===== src/rtl/ofs_prog_pkg.sv =====
package ofs_prog_pkg;

  // Per-cycle commands from control to datapath
  typedef struct packed {
    logic loadDef;   // master reset: load defaults, clear bit position
    logic defLarge;  // choose the large default
    logic wrLo;      // parallel write into the low offset
    logic wrHi;      // parallel write into the high offset
    logic shift;     // store one serial bit
    logic rdEn;      // capture readback word
    logic rdHi;      // readback selects the high offset
  } ofsStrobe_t;

endpackage


===== src/rtl/ofs_prog_ctrl.sv =====
module ofs_prog_ctrl
  import ofs_prog_pkg::*;
(
  input  logic       clk,
  input  logic       mrs,
  input  logic       prs,
  input  logic       ld,
  input  logic       wen,
  input  logic       sen,
  input  logic       ren,
  output ofsStrobe_t st
);

  logic serialMode;
  logic wrPtr;
  logic rdPtr;
  logic active;

  always_comb begin
    active      = !mrs && !prs;
    st.loadDef  = mrs;
    st.defLarge = ld;
    st.wrLo     = active && !serialMode && wen && ld && !wrPtr;
    st.wrHi     = active && !serialMode && wen && ld && wrPtr;
    st.shift    = active && serialMode && sen && ld;
    st.rdEn     = active && ren && ld;
    st.rdHi     = rdPtr;
  end

  always_ff @(posedge clk) begin
    if (mrs) begin
      serialMode <= ld;
      wrPtr      <= 1'b0;
      rdPtr      <= 1'b0;
    end else begin
      if (st.wrLo || st.wrHi) wrPtr <= !wrPtr;
      if (st.rdEn)            rdPtr <= !rdPtr;
    end
  end

endmodule


===== src/rtl/ofs_prog_dp.sv =====
module ofs_prog_dp
  import ofs_prog_pkg::*;
#(
  parameter int unsigned OFS_W  = 17,
  parameter int unsigned DATA_W = 18,
  parameter int unsigned DEF_SM = 127,
  parameter int unsigned DEF_LG = 1023
) (
  input  logic              clk,
  input  ofsStrobe_t        st,
  input  logic              si,
  input  logic [DATA_W-1:0] d,
  output logic [OFS_W-1:0]  loOfs,
  output logic [OFS_W-1:0]  hiOfs,
  output logic [DATA_W-1:0] rdData
);

  localparam int unsigned NBITS = 2 * OFS_W;
  localparam int unsigned CNT_W = $clog2(NBITS);
  localparam logic [CNT_W-1:0] LAST = CNT_W'(NBITS - 1);

  logic [CNT_W-1:0] bitPos;
  logic [OFS_W-1:0] defVal;
  logic [OFS_W-1:0] rdSel;

  always_comb begin
    defVal = st.defLarge ? OFS_W'(DEF_LG) : OFS_W'(DEF_SM);
    rdSel  = st.rdHi ? hiOfs : loOfs;
  end

  always_ff @(posedge clk) begin
    if (st.loadDef) begin
      loOfs  <= defVal;
      hiOfs  <= defVal;
      bitPos <= '0;
      rdData <= '0;
    end else begin
      if (st.wrLo) loOfs <= d[OFS_W-1:0];
      if (st.wrHi) hiOfs <= d[OFS_W-1:0];
      if (st.shift) begin
        for (int i = 0; i < OFS_W; i++) begin
          if (bitPos == CNT_W'(i))         loOfs[i] <= si;
          if (bitPos == CNT_W'(i + OFS_W)) hiOfs[i] <= si;
        end
        bitPos <= (bitPos == LAST) ? '0 : bitPos + 1'b1;
      end
      if (st.rdEn) rdData <= DATA_W'(rdSel);
    end
  end

endmodule


===== src/rtl/ofs_prog_top.sv =====
module ofs_prog_top
  import ofs_prog_pkg::*;
#(
  parameter int unsigned OFS_W  = 17,
  parameter int unsigned DATA_W = 18,
  parameter int unsigned DEF_SM = 127,
  parameter int unsigned DEF_LG = 1023
) (
  input  logic              clk,
  input  logic              mrs,
  input  logic              prs,
  input  logic              ld,
  input  logic              wen,
  input  logic              sen,
  input  logic              si,
  input  logic [DATA_W-1:0] d,
  input  logic              ren,
  output logic [OFS_W-1:0]  aeOfs,
  output logic [OFS_W-1:0]  afOfs,
  output logic [DATA_W-1:0] rdData
);

  ofsStrobe_t st;

  ofs_prog_ctrl ctrl_i (
    .clk (clk),
    .mrs (mrs),
    .prs (prs),
    .ld  (ld),
    .wen (wen),
    .sen (sen),
    .ren (ren),
    .st  (st)
  );

  ofs_prog_dp #(
    .OFS_W  (OFS_W),
    .DATA_W (DATA_W),
    .DEF_SM (DEF_SM),
    .DEF_LG (DEF_LG)
  ) dp_i (
    .clk    (clk),
    .st     (st),
    .si     (si),
    .d      (d),
    .loOfs  (aeOfs),
    .hiOfs  (afOfs),
    .rdData (rdData)
  );

endmodule


===== config.mk =====
export PLATFORM = sky130hd
export DESIGN_NAME = ofs_prog_top
export DESIGN_NICKNAME = d
export VERILOG_FILES = /design/src/rtl/ofs_prog_pkg.sv /design/src/rtl/ofs_prog_ctrl.sv /design/src/rtl/ofs_prog_dp.sv /design/src/rtl/ofs_prog_top.sv
export SDC_FILE = /design/constraint.sdc
export NUM_CORES = 1
export LEC_CHECK = 0
export CAP_MARGIN = 20
export CORE_MARGIN = 2
export CORE_UTILIZATION = 50
export CTS_CLUSTER_SIZE = 16
export DETAILED_ROUTE_END_ITERATION = 8
export PLACE_DENSITY = 0.79
export SLEW_MARGIN = 10
export SYNTH_ARGS = -nofsm -noshare
export SYNTH_HDL_FRONTEND = slang
export SYNTH_SLANG_ARGS = --single-unit

===== constraint.sdc =====
create_clock -name clk -period 2.2 [get_ports clk]
set_clock_uncertainty 0.2 [all_clocks]
set_input_delay 0.44 -clock clk [delete_from_list [all_inputs] [get_ports clk]]
set_output_delay 0.44 -clock clk [all_outputs]
set_load 0.1 [all_outputs]

## After elaboration in Yosys (flattened, before gate mapping)

Index checks and enable logic that the tools add are counted.

- Div/mod/pow operators: 0
- Shifts and indexed selects: 0
- $mul: 0
- Reduce and logical (&&, ||, !) cells: 18
- Multiplexer cells: 43
- Bitwise gates (word level): 0
- Order comparisons: 0
- Add/subtract/negate cells: 1
- Equality and inequality tests: 33

Operators by type and width:

| kind | count |
|---|---|
| 2-to-1 mux 17 bit | 7 |
| == test 6 x 5 -> 1 bit (second input constant) | 16 |
| == test 6 x 4 -> 1 bit (second input constant) | 8 |
| 2-to-1 mux 1 bit | 34 |
| == test 6 x 3 -> 1 bit (second input constant) | 4 |
| == test 6 x 2 -> 1 bit (second input constant) | 2 |
| == test 6 bit (second input constant) | 2 |
| logical AND 1 bit | 11 |
| 2-to-1 mux 10 bit | 1 |
| adder 6 x 1 -> 6 bit (second input constant) | 1 |
| == test 6 x 1 -> 1 bit (second input constant) | 1 |
| logical NOT 6 bit | 1 |
| 2-to-1 mux 6 bit | 1 |
| logical NOT 1 bit | 5 |
| logical OR 1 bit | 1 |

- Output and inout bits: 52
- Bits of input ports: 26
- Bits in writable memories: 0
- Flip-flop bits (word level): 60
- Memories: 0
- Bits in latches: 0
- Memory bits (read-only): 0

## Logic depth before layout (Yosys ltp)

- Depth in word-level cells: 10
- Depth in mapped cells: 7
- Depth with buffers taken out: 6

## Cells and area by module

Synthesis repeated with hierarchy kept, for this count alone.

- Cells, all modules: 330
- Area total of the unflattened synthesis: 3,190.6 um^2

Modules (own cells, without submodules):

| module | times used | area each (um^2) | sequential area each (um^2) | cells an instance |
|---|---|---|---|---|
| ofs_prog_dp | 1 | 2,976.6 | 1,141.1 | 311 |
| ofs_prog_ctrl | 1 | 214.0 | 70.1 | 19 |

## Worst setup path before layout

No wires, ideal clock.

- Kind: input port to flip-flop
- Start: input mrs
- End: register dp_i.hiOfs[3]
- Slack: 115 ps
- Required time: 1,880 ps
- Cell stages on the path: 6
- Path buffers: 2
- Data arrival time: 1,765 ps
- Cells stage by stage: buf_6 > nor4b_4 > and3_1 > buf_6 > mux2_1 > o31a_1

- Longest elaborated chain between the ends: 10
- Elaborated cells on any way between the ends: 13
- Those cells by class: mux: 4; reduce/logical: 9

RTL lines:

| what | RTL line | RTL |
|---|---|---|
| start, declared | ofs_prog_top.sv:10 | `input logic mrs,` |
| logical NOT 1 bit | ofs_prog_ctrl.sv:20 | `active = !mrs && !prs;` |
| logical AND 1 bit | ofs_prog_ctrl.sv:20 |  |
| logical AND 1 bit (4 in a row) | ofs_prog_ctrl.sv:24 | `st.wrHi = active && !serialMode && wen && ld && wrPtr;` |
| 2-to-1 mux 17 bit | ofs_prog_dp.sv:39 | `if (st.wrHi) hiOfs <= d[OFS_W-1:0];` |
| 2-to-1 mux 1 bit | ofs_prog_dp.sv:43 | `if (bitPos == CNT_W'(i + OFS_W)) hiOfs[i] <= si;` |
| 2-to-1 mux 17 bit | ofs_prog_dp.sv:40 | `if (st.shift) begin` |
| 2-to-1 mux 17 bit (*) | ofs_prog_dp.sv:32 | `if (st.loadDef) begin` |
| end signal, assigned | ofs_prog_dp.sv:34 | `hiOfs <= defVal;` |
| end signal, assigned | ofs_prog_dp.sv:39 |  |
| end signal, assigned by index | ofs_prog_dp.sv:43 |  |
| end, declared | ofs_prog_dp.sv:14 | `output logic [OFS_W-1:0] hiOfs,` |

Mark *: on every way between the ends. The rest lies on a longest branch, timed or not.
A chain may end at the register's enable or synchronous reset.

## Worst setup path after layout

- Start: input prs
- End: register dp_i.loOfs[15]

- Longest elaborated chain between the ends: 10
- Elaborated cells on any way between the ends: 13
- Those cells by class: mux: 4; reduce/logical: 9

RTL lines:

| what | RTL line | RTL |
|---|---|---|
| start, declared | ofs_prog_top.sv:11 | `input logic prs,` |
| logical NOT 1 bit (*) | ofs_prog_ctrl.sv:20 |  |
| logical AND 1 bit (*) | ofs_prog_ctrl.sv:20 |  |
| logical AND 1 bit (4 in a row) | ofs_prog_ctrl.sv:23 | `st.wrLo = active && !serialMode && wen && ld && !wrPtr;` |
| 2-to-1 mux 17 bit | ofs_prog_dp.sv:38 | `if (st.wrLo) loOfs <= d[OFS_W-1:0];` |
| 2-to-1 mux 1 bit | ofs_prog_dp.sv:42 | `if (bitPos == CNT_W'(i)) loOfs[i] <= si;` |
| 2-to-1 mux 17 bit (*) | ofs_prog_dp.sv:40 |  |
| 2-to-1 mux 17 bit (*) | ofs_prog_dp.sv:32 |  |
| end signal, assigned | ofs_prog_dp.sv:33 | `loOfs <= defVal;` |
| end signal, assigned | ofs_prog_dp.sv:38 |  |
| end signal, assigned by index | ofs_prog_dp.sv:42 |  |
| end, declared | ofs_prog_dp.sv:13 | `output logic [OFS_W-1:0] loOfs,` |

Marked as above.

==> tab_implementation.tex <==
\begin{tabular}{lr}
\hline
Metric & Value \\
\hline
\multicolumn{2}{l}{\textbf{Timing}} \\
\quad Highest attainable clock frequency & between 400 and 500 MHz \\
\quad Worst hold-check slack & a little under 0.3 ns \\
\quad Count of final setup violators & 0 \\
\quad Min setup slack post-route & between 0.08 and 0.09 ns \\
\quad Unrepaired setup endpoints after global routing & no \\
\quad Setup TNS & 0 ns \\
\quad Time the worst path needs with I/O delays and setup & 2.12 ns \\
\quad Final critical-path share of the clock period & 96.3\% \\
\quad Pins over their slew limit & 0 \\
\quad Transition at the pin with the smallest max-transition slack & $\sim$0.63 ns \\
\quad Worst max-slew margin expressed relative to the limit & 57.9\% \\
\quad Total count of hold-check failures in the final report & 0 \\
\multicolumn{2}{l}{\textbf{CTS}} \\
\quad Post-CTS Setup Inserts & 0 \\
\quad Hold bufs inserted after CTS & 0 \\
\quad CTS H-tree lvls & 3 \\
\quad Bufs on Longest Clock Path & 2 \\
\quad Clock latency of the later-clocked register in the worst-skew pair & about 0.34 ns \\
\quad Clk pin slew, worst setup/hold paths & about 0.07 ns \\
\quad Inserted Clock Buffers & 9 \\
\quad TritonCTS clock tree & done \\
\quad Clock tree root driver cell & clkbuf\_8 \\
\quad Clock tree sinks & 60 \\
\multicolumn{2}{l}{\textbf{Power}} \\
\quad Largest vdd supply drop & 430 uV \\
\quad Static Leakage & about 1.7 nW \\
\quad P per Cell Area & 669 nW/um2 \\
\multicolumn{2}{l}{\textbf{Global route}} \\
\quad Total GRT Usage & between 20\% and 30\% \\
\quad GRT Max-Usage Layer & met2 \\
\quad Met2 global-route usage & 39.6\% \\
\quad Fraction of met1 tracks used by global routing & roughly a third \\
\quad Pin count of the biggest net entering global routing & 35 \\
\quad Global-route wire length before repair & $\sim$14 mm \\
\quad Number of global-route vias before repair & 2868 \\
\quad Global-route congestion overflow total & 0 \\
\quad Initial antenna violation count & 0 \\
\quad GR met3 Demand/Resource & $\sim$4.2\% \\
\multicolumn{2}{l}{\textbf{Synthesis}} \\
\quad Synthesized area divided by synthesized cell count & 9.49 um2 \\
\quad Async SR Flop Fraction & 0\% \\
\quad Unique masters post-synth & 56 \\
\quad Library cell with the highest instance count after synthesis & dfxtp\_1 \\
\quad Mapped Area & between 3000 and 4000 um2 \\
\quad Cell types with the highest counts after synthesis & 59 x dfxtp\_1, 47 x mux2i\_1, 35 x nor2\_1 \\
\quad Count of warnings emitted by yosys & 0 \\
\quad Most used DFF post-synth & dfxtp\_1 \\
\quad Share of the synthesized area in the top cell type & between 30\% and 40\% \\
\quad Share of synthesized area occupied by flip-flops and latches & 37.2\% \\
\quad Ranking of synthesized cells by area & dfxtp\_1 36\%, mux2i\_1 14\%, a211oi\_1 5.8\% \\
\quad EDFF count, synth & 1 \\
\quad Synth Net Count & between 300 and 400 \\
\quad Cell count after synthesis & between 300 and 400 \\
\quad Number of synthesized register bits & 60 \\
\quad Cell taking the most area after synthesis & dfxtp\_1 \\
\multicolumn{2}{l}{\textbf{Critical path}} \\
\quad Reg-to-reg setup timing slack & approximately 0.22 ns \\
\quad Cell at the slowest stage of the critical path & clkdlybuf4s50\_1 \\
\quad Cell Chain, Critical Path & clkdlybuf4s50\_1 -> buf\_4 -> nor3b\_4 -> and2\_1 -> buf\_4 -> nand3\_1 -> a211oi\_1 \\
\quad Endpoint type of the worst setup path & flop \\
\quad Worst reg2reg path depth & 4 \\
\quad CP startpoint kind & input pin \\
\quad Reg-to-reg critical path endpoint & dp\_i.hiOfs[3]\$\_SDFF\_PP1\_ \\
\quad Cell with the most instances on the worst path & buf\_4 \\
\quad Reg-to-Reg Start & ctrl\_i.serialMode\$\_DFFE\_PP\_ \\
\quad Data arrival time at the worst-slack endpoint & approximately 2.2 ns \\
\quad Data required time of the worst path & approximately 2.3 ns \\
\quad Slowest Stage Delay on Critical Path & 0.47 ns \\
\quad Class of the most critical setup path & input pin to flop \\
\quad Worst-path fanout max & 10 \\
\multicolumn{2}{l}{\textbf{Floorplan}} \\
\quad Overall die area & 7170 um2 \\
\quad Height of the chip & 84.7 um \\
\quad Effective utilization at floorplan & between 50\% and 60\% \\
\quad Number of I/O pins & 78 \\
\quad Core area & approximately 6300 um2 \\
\quad Count of standard-cell rows & 29 \\
\quad Die span in x & 84.7 um \\
\multicolumn{2}{l}{\textbf{Hold path}} \\
\quad Cell depth of the worst min-delay path & 2 \\
\quad Startpoint of the worst hold path & dp\_i.rdData[2]\$\_SDFFE\_PP0P\_ \\
\quad Worst Hold Path EP & dp\_i.rdData[2]\$\_SDFFE\_PP0P\_ \\
\quad Kind of path behind the tightest hold check & flop to flop \\
\multicolumn{2}{l}{\textbf{Placed design}} \\
\quad Quantity of I/O buffers inserted on ports & 75 \\
\quad Placed instance area & a little over 4000 um2 \\
\quad HPWL after DPL & 6.36 mm \\
\quad Pre-CTS WS & -0.366 ns \\
\quad Routability congestion estimate & around 0.93 \\
\multicolumn{2}{l}{\textbf{Finish}} \\
\quad Fillers & around 510 \\
\quad Final design utilization & 68.2\% \\
\quad Net count reported at finish & around 460 \\
\quad Share of post-route cells with drive strength above 1 & between 20\% and 30\% \\
\quad Antenna Diode Count & 0 \\
\quad Area growth from synthesis to layout & 32.2\% \\
\quad Finished Cell Area & 4300 um2 \\
\multicolumn{2}{l}{\textbf{Routing}} \\
\quad Average wire per standard cell & between 15 and 20 um \\
\quad Number of optimization iterations in the first detailed-route pass & 5 \\
\quad Vias/cell & 6.01 \\
\quad Vias & a little over 3000 \\
\quad Post-route DRC violation count & 0 \\
\quad Routed Wire Length & around 9.0 mm \\
\quad Starting DRT DRC Count & roughly 210 \\
\quad Number of antenna-violating nets in the routed design & 0 \\
\multicolumn{2}{l}{\textbf{Flow run}} \\
\quad Number of max-cap violations & 0 \\
\multicolumn{2}{l}{\textbf{Run status}} \\
\quad Run status & finished clean \\
\hline
\end{tabular}
## how the worst max path moves through the flow
stage | startpoint | to | slack (ns) | cells after the start
finish | prs | dp_i.loOfs[15]$_SDFF_PP0_ | 0.08 | 7
global route | prs | dp_i.rdData[16]$_SDFFE_PP0P_ | 0.005 | 7
CTS | prs | dp_i.hiOfs[3]$_SDFF_PP1_ | 0.06 | 5
detailed placement | prs | dp_i.bitPos[3]$_SDFFE_PP0N_ | -0.37 | 6
global placement | prs | dp_i.bitPos[5]$_SDFFE_PP0N_ | -0.27 | 6
floorplan | mrs | dp_i.hiOfs[3]$_SDFF_PP1_ | 0.12 | 6
## cell type report
type / instances / area, um2 / share of cell area, %
multi-input combinational: 246 / 1830 / 42.6
sequential: 60 / 1210 / 28.1
inverter: 3 / 11.3 / 0.262
timing repair buffer: 106 / 901 / 20.9
tap: 77 / 96.3 / 2.24
clock buffer: 12 / 155 / 3.61
clock inverter: 4 / 95.1 / 2.21
## worst max-delay path, delay by kind of cell
kind,cells,cell delay (ns)
AOI/OAI and AO/OA,1,0.19
buffers and inverters,3,0.85
and+or+nand+nor,3,0.68
## per-stage QoR
step | total power [mW] | cells
floorplan | 1.49 | 343
global placement | 1.63 | 492
detailed placement | 1.64 | 492
CTS | 2.89 | 508
global route | 2.96 | 508
finish | 2.88 | 508
## per-layer routing
layer  vias to the layer above  routed length [um]
met1                      1439                3930
met3                        21                 632
li1                       1450                   -
met4                         0                 206
met5                         -                   0
met2                       143                4270
## flip-flops by register name, summed over array words and instances (netlist names)
register / count
dp_i.loOfs: 17
dp_i.bitPos: 6
ctrl_i.wrPtr: 1
dp_i.rdData: 17
ctrl_i.rdPtr: 1
dp_i.hiOfs: 17
ctrl_i.serialMode: 1
## layout by cell type (no fill, tap or decap), drive strengths merged, types with 3 or more instances in the layout
cell / netlist / routed
buf: 20 / 83
dfxtp: 59 / 59
mux2i: 47 / 47
nor2: 36 / 36
a211oi: 25 / 25
clkdlybuf4s50: 0 / 23
a21oi: 20 / 20
clkbuf: 14 / 12
a31oi: 11 / 11
nand3: 10 / 10
nand2: 8 / 8
nor3: 7 / 7
and2: 6 / 6
a22oi: 6 / 6
a41o: 6 / 6
nand4: 6 / 6
xnor2: 6 / 6
and3: 6 / 6
and4: 4 / 4
ha: 4 / 4
a31o: 4 / 4
inv: 3 / 3
nand4b: 3 / 3
nor2b: 3 / 3
a32oi: 3 / 3
bufinv: 0 / 3
nor3b: 3 / 3
## cell families after synthesis
logic type | after synthesis | share of synthesized area (%)
DFF | 60 | 37.2
other | 1 | 0.115
xor gates and xnor gates | 7 | 1.88
buffers and inverters | 37 | 6.61
and+or+nand+nor | 102 | 18.9
AOI/OAI and AO/OA | 83 | 18.5
muxes | 49 | 15.3
adders and majority gates | 4 | 1.54
## where the power goes
part	internal (mW)	switching [mW]	total, mW
sequential	1.12	0.0241	1.14
clock	0.813	0.450	1.26
combinational	0.149	0.325	0.474
## what timing repair did
| action | 4_1_cts | 5_1_grt |
|---|---|---|
| endpoints found under the setup margin | 1 | 2 |
| endpoints found under the hold margin | 0 | 0 |
| gates resized for setup | 1 | 1 |
(Power assumes the default switching activity.)
